[src/rtl/serial_word_port.sv]
module serial_word_port #(
  parameter int WORD_W      = 16,
  parameter int SYNC_STAGES = 2
) (
  input  logic              clk,
  input  logic              rst_n,
  input  logic [1:0]        mode,
  input  logic              pol,
  input  logic              sclk,
  input  logic              sync_n,
  input  logic              din,
  input  logic [WORD_W-1:0] tx_word,
  output logic              dout,
  output logic              dout_en,
  output logic [WORD_W-1:0] rx_word,
  output logic              rx_valid
);
  localparam int CNT_W = $clog2(WORD_W);
  localparam logic [CNT_W-1:0] LAST_BIT = CNT_W'(WORD_W - 1);

  logic [SYNC_STAGES-1:0] sclk_ff, sync_ff, din_ff;
  logic sclk_d, sync_d;
  logic busy;
  logic [CNT_W-1:0] cnt;
  logic [WORD_W-1:0] txsr, rxsr;
  logic dout_q;

  wire sclk_s = sclk_ff[SYNC_STAGES-1];
  wire sync_s = sync_ff[SYNC_STAGES-1];
  wire din_s  = din_ff[SYNC_STAGES-1];
  wire level  = (mode != 2'b01);
  wire rise   = sclk_s & ~sclk_d;
  wire fall   = ~sclk_s & sclk_d;
  wire shift_edge  = pol ? rise : fall;
  wire sample_edge = pol ? fall : rise;
  wire start  = (sync_d & ~sync_s) | (level & ~sync_s & ~busy);
  wire [WORD_W-1:0] rx_next = {rxsr[WORD_W-2:0], din_s};

  assign dout    = dout_q;
  assign dout_en = ~sync_s & (level | busy);

  always_ff @(posedge clk or negedge rst_n) begin
    if (!rst_n) begin
      sclk_ff  <= '0;
      sync_ff  <= '1;
      din_ff   <= '0;
      sclk_d   <= 1'b0;
      sync_d   <= 1'b1;
      busy     <= 1'b0;
      cnt      <= '0;
      txsr     <= '0;
      rxsr     <= '0;
      dout_q   <= 1'b0;
      rx_word  <= '0;
      rx_valid <= 1'b0;
    end else begin
      sclk_ff  <= {sclk_ff[SYNC_STAGES-2:0], sclk};
      sync_ff  <= {sync_ff[SYNC_STAGES-2:0], sync_n};
      din_ff   <= {din_ff[SYNC_STAGES-2:0], din};
      sclk_d   <= sclk_s;
      sync_d   <= sync_s;
      rx_valid <= 1'b0;
      if (start) begin
        busy   <= 1'b1;
        cnt    <= '0;
        txsr   <= tx_word;
        dout_q <= 1'b0;
      end else if (busy && level && sync_s) begin
        busy <= 1'b0;
      end else if (busy) begin
        if (shift_edge) begin
          dout_q <= txsr[WORD_W-1];
          txsr   <= {txsr[WORD_W-2:0], 1'b0};
        end
        if (sample_edge) begin
          rxsr <= rx_next;
          if (cnt == LAST_BIT) begin
            rx_word  <= rx_next;
            rx_valid <= 1'b1;
            cnt      <= '0;
            if (level) txsr <= tx_word;
            else       busy <= 1'b0;
          end else begin
            cnt <= cnt + 1'b1;
          end
        end
      end
    end
  end


  valid_single_chk: assert property (@(posedge clk) disable iff (!rst_n)
    rx_valid |=> !rx_valid);


  valid_on_sample_chk: assert property (@(posedge clk) disable iff (!rst_n)
    rx_valid |-> $past(sample_edge));


  edge_frame_end_chk: assert property (@(posedge clk) disable iff (!rst_n)
    (!$past(level) && $fell(busy)) |-> rx_valid);


  dout_moves_on_shift_chk: assert property (@(posedge clk) disable iff (!rst_n)
    !$stable(dout_q) |-> $past(shift_edge || start));
endmodule

[config.mk]
export PLATFORM = sky130hd
export DESIGN_NAME = serial_word_port
export DESIGN_NICKNAME = d
export VERILOG_FILES = /design/src/rtl/serial_word_port.sv
export SDC_FILE = /design/constraint.sdc
export NUM_CORES = 1
export LEC_CHECK = 0
export ABC_CLOCK_PERIOD_IN_PS = 4470
export BUFFER_PORTS_ARGS = -buffer_cell sky130_fd_sc_hd__buf_2
export CAP_MARGIN = 20
export CELL_PAD_IN_SITES_DETAIL_PLACEMENT = 1
export CELL_PAD_IN_SITES_GLOBAL_PLACEMENT = 1
export CORE_MARGIN = 5
export CORE_UTILIZATION = 25
export DETAILED_ROUTE_END_ITERATION = 8
export GPL_TIMING_DRIVEN = 0
export PLACE_DENSITY_LB_ADDON = 0.25
export SKIP_CTS_REPAIR_TIMING = 1
export SLEW_MARGIN = 40
export SYNTH_ARGS = -nofsm -noshare
export SYNTH_HDL_FRONTEND = slang
export SYNTH_SLANG_ARGS = --single-unit
[constraint.sdc]
create_clock -name clk -period 4.47 [get_ports clk]
set_input_delay 0.894 -clock clk [delete_from_list [all_inputs] [get_ports clk]]
set_output_delay 0.894 -clock clk [all_outputs]
set_load 0.005 [all_outputs]
==> Implementation_results.wiki <==
{| class="wikitable"
! Metric !! Value
|-
| Layout cell share with drive strength beyond 1 || 49.0%
|-
| Seq cells post-synth || 62
|-
| Highest net fanout along the worst path || 4
|-
| Global route total overflow || 0
|-
| Depth of the CTS H-tree || 3
|-
| CP Data Arrival Time || 1.55 ns
|-
| Area of the die || 0.0130 mm^2
|-
| Post-Synthesis Cell Area || 0.00271 mm^2
|-
| Initial antenna violation count || 0
|-
| Horizontal die dimension || approximately 110 um
|-
| Worst skew pair latency || 0.34 ns
|-
| Post-synthesis async set-or-reset flop share || 100%
|-
| Total negative slack || 0 ns
|-
| Buf+Inv Stages, Crit Path || 2
|-
| Most used cells in the layout excluding fill and tap cells || sky130_fd_sc_hd__dfrtp_1, sky130_fd_sc_hd__buf_2, sky130_fd_sc_hd__mux2_2, sky130_fd_sc_hd__o221a_2, sky130_fd_sc_hd__or2_2
|-
| Drt initial violations || 66
|-
| Final hold viol count || 0
|-
| Launching element type of the critical path || input port
|-
| Max-Cap Viols || 0
|-
| Final Power || around 1.2 mW
|-
| Post-detailed-route count of antenna-violating nets || 0
|-
| Cells after Synth || 192
|-
| Post-CTS clock slew at the launch and capture registers of the worst setup and hold paths || 0.06 ns
|-
| Net Count, Synth || 217
|-
| Max Freq || slightly above 0.4 GHz
|-
| Layer with the highest usage after global routing || met2
|-
| Maximum buffer depth of the clock tree || 2
|-
| Ratio of total power to cell area || 370 mW/mm^2
|-
| Detailed-route wire length per cell || 15.0 um
|-
| Placeable core region || 0.0107 mm^2
|-
| Dominant register cell in the synthesized netlist || sky130_fd_sc_hd__dfrtp_1
|-
| RSZ-0062 raised after global routing || no
|-
| Vias in the first global route || 1861
|-
| Worst setup slack for register-to-register paths || 2.34 ns
|-
| Peak supply drop || between 100 and 150 uV
|-
| Startpoint-to-endpoint class of the critical path || in2out
|-
| Synthesis Warnings || 0
|-
| Met3 Usage GRT || 2.33%
|-
| Root Buffer || sky130_fd_sc_hd__clkbuf_8
|-
| Maximum number of pins on one net before global-route repair || 39
|-
| Post-synthesis average cell area || 14.1 um^2
|-
| Final antenna diode count || 0
|-
| Most common cell after layout, fill and taps aside || sky130_fd_sc_hd__dfrtp_1
|-
| CTS tree || done
|-
| Hold WC Path Type || reg2reg
|-
| Finish-stage setup viols || 0
|-
| Detailed-routing iteration count for the pre-antenna-repair pass || 4
|-
| Filler cell count || about 1200
|-
| Required time of the worst setup path || 3.58 ns
|-
| Number of nets in the layout || 271
|-
| Combined global-route utilization of all metal layers || 9.85%
|-
| Max Slew Vio Count || 0
|-
| Detailed-placement wirelength estimate || 4230 um
|-
| FP Rows || 38
|-
| Via count of the routed design || 1716
|-
| GR Util met1 || roughly an eighth
|-
| Area growth from synthesis to layout || 21.2%
|-
| Wire length after detailed routing || 5880 um
|-
| Transition time at the pin with the least slew margin || between 0.5 and 0.6 ns
|-
| Cell family with most CP delay || simple AND/OR/NAND/NOR gates
|-
| # IOs || 43
|-
| Critical path capture point type || primary output
|-
| TritonCTS Buffers || 9
|-
| Vias per cell || 4.39
|-
| Met2 Use GR || between 10% and 20%
|-
| Worst stage delay on the critical path || 0.23 ns
|-
| Min Tclk post-route || 2.44 ns
|-
| Number of flops mapped to enable cells by yosys || 0
|-
| Final Cycle Share || a little over half
|-
| Post-Route Skew || slightly below 0.01 ns
|-
| CP max-delay cell || sky130_fd_sc_hd__nand2b_1
|-
| Cell-by-cell listing of the critical path || buf_2, nand2b_1, nor2_1, nor2_1, buf_2
|-
| Post-synthesis sequential area ratio || 57.5%
|-
| Number of different library cells in the post-synthesis netlist || 46
|-
| Rel. slew slack || between 60% and 70%
|-
| Starting density of the core || 25.2%
|-
| Outcome || completed
|-
| # DRC || 0
|-
| Final RePlAce weighted congestion || about 0.74
|-
| Number of buffers inserted by port buffering || 42
|-
| Die H || 114 um
|-
| First-pass GRT wire length || 9760 um
|-
| Clock sink count || 62
|-
| Lkg Pwr || 1.56 nW
|}
[registers in the layout (all words and copies together) (netlist names)]
signal and count:
cnt 4, busy 1, rx_word 16, dout 1
sclk_d 1, rx_valid 1, rxsr 15, sync_ff 2
din_ff 2, sclk_ff 2, txsr 16, sync_d 1
[where the power goes]
| group | switching (mW) | internal [mW] | total (mW) |
|---|---|---|---|
| clock | 0.208 | 0.216 | 0.423 |
| combinational | 0.0711 | 0.0735 | 0.145 |
| sequential | 0.0318 | 0.615 | 0.647 |
[cell usage after synthesis, types with 2 or more instances]
| cell | n | area, um^2 |
|---|---|---|
| sky130_fd_sc_hd__a21oi_1 | 4 | 20.0 |
| sky130_fd_sc_hd__nand2b_1 | 4 | 25.0 |
| sky130_fd_sc_hd__buf_4 | 3 | 22.5 |
| sky130_fd_sc_hd__a21boi_0 | 2 | 15.0 |
| sky130_fd_sc_hd__nand2_1 | 3 | 11.3 |
| sky130_fd_sc_hd__o21ai_0 | 5 | 25.0 |
| sky130_fd_sc_hd__nor2_1 | 6 | 22.5 |
| sky130_fd_sc_hd__dfstp_2 | 3 | 78.8 |
| sky130_fd_sc_hd__o221ai_1 | 3 | 26.3 |
| sky130_fd_sc_hd__buf_6 | 2 | 22.5 |
| sky130_fd_sc_hd__mux2_1 | 9 | 101 |
| sky130_fd_sc_hd__o2111ai_1 | 2 | 17.5 |
| sky130_fd_sc_hd__and3b_1 | 3 | 26.3 |
| sky130_fd_sc_hd__mux2_2 | 22 | 248 |
| sky130_fd_sc_hd__or2_2 | 11 | 68.8 |
| sky130_fd_sc_hd__dfrtp_1 | 59 | 1480 |
| sky130_fd_sc_hd__nor3b_1 | 2 | 15.0 |
| sky130_fd_sc_hd__a21o_1 | 2 | 15.0 |
| sky130_fd_sc_hd__buf_2 | 3 | 15.0 |
| sky130_fd_sc_hd__inv_1 | 6 | 22.5 |
| sky130_fd_sc_hd__o221a_2 | 13 | 146 |
[per-stage QoR]
stage / hold slack, ns / cells / cell area [um^2] / worst slack, ns / util (%)
after floorplan: 0.331 / 192 / 2710 / 2.29 / -
after global placement: 0.335 / 374 / 3090 / 1.93 / 28.8
after detailed placement: 0.339 / 375 / 3120 / 1.90 / 29.0
after CTS: 0.354 / 391 / 3280 / 2.02 / 30.5
after global routing: 0.365 / 391 / 3280 / 1.94 / 30.5
final: 0.354 / 391 / 3280 / 2.03 / 30.5
[final cells by class]
cell class	count	area [um^2]	area share, %
tap	140	175	5.34
inverter	7	26.3	0.801
buffer	9	63.8	1.95
multi-input combinational	114	1060	32.3
clock buffer	14	153	4.65
timing repair buffer	43	236	7.21
sequential	62	1560	47.4
clock inverter	2	10.0	0.305
[path summary, 6_finish.rpt]
kind,start,depth (start not counted),to
max in group asynchronous,rst_n,2,rxsr[3]
max,mode[1],5,dout_en
min in group asynchronous,rst_n,1,txsr[6]
min,din_ff[0],0,din_ff[1]
min reg2reg,din_ff[0],0,din_ff[1]
max reg2reg,sync_ff[1],6,txsr[11]
[routing by layer]
layer | vias up | share of wire [%]
met4 | 0 | 1.8
li1 | 820 | -
met3 | 8 | 2.9
met2 | 24 | 48
met5 | - | 0
met1 | 864 | 47
[cells by family after synthesis]
family	count (synthesis)	share of synthesized area, %
compound gates	44	16.7
simple gates	37	8.74
buf+inv	16	3.33
fa+ha+maj	1	0.462
flops	62	57.5
mux	32	13.3
(Power assumes the default switching activity.)
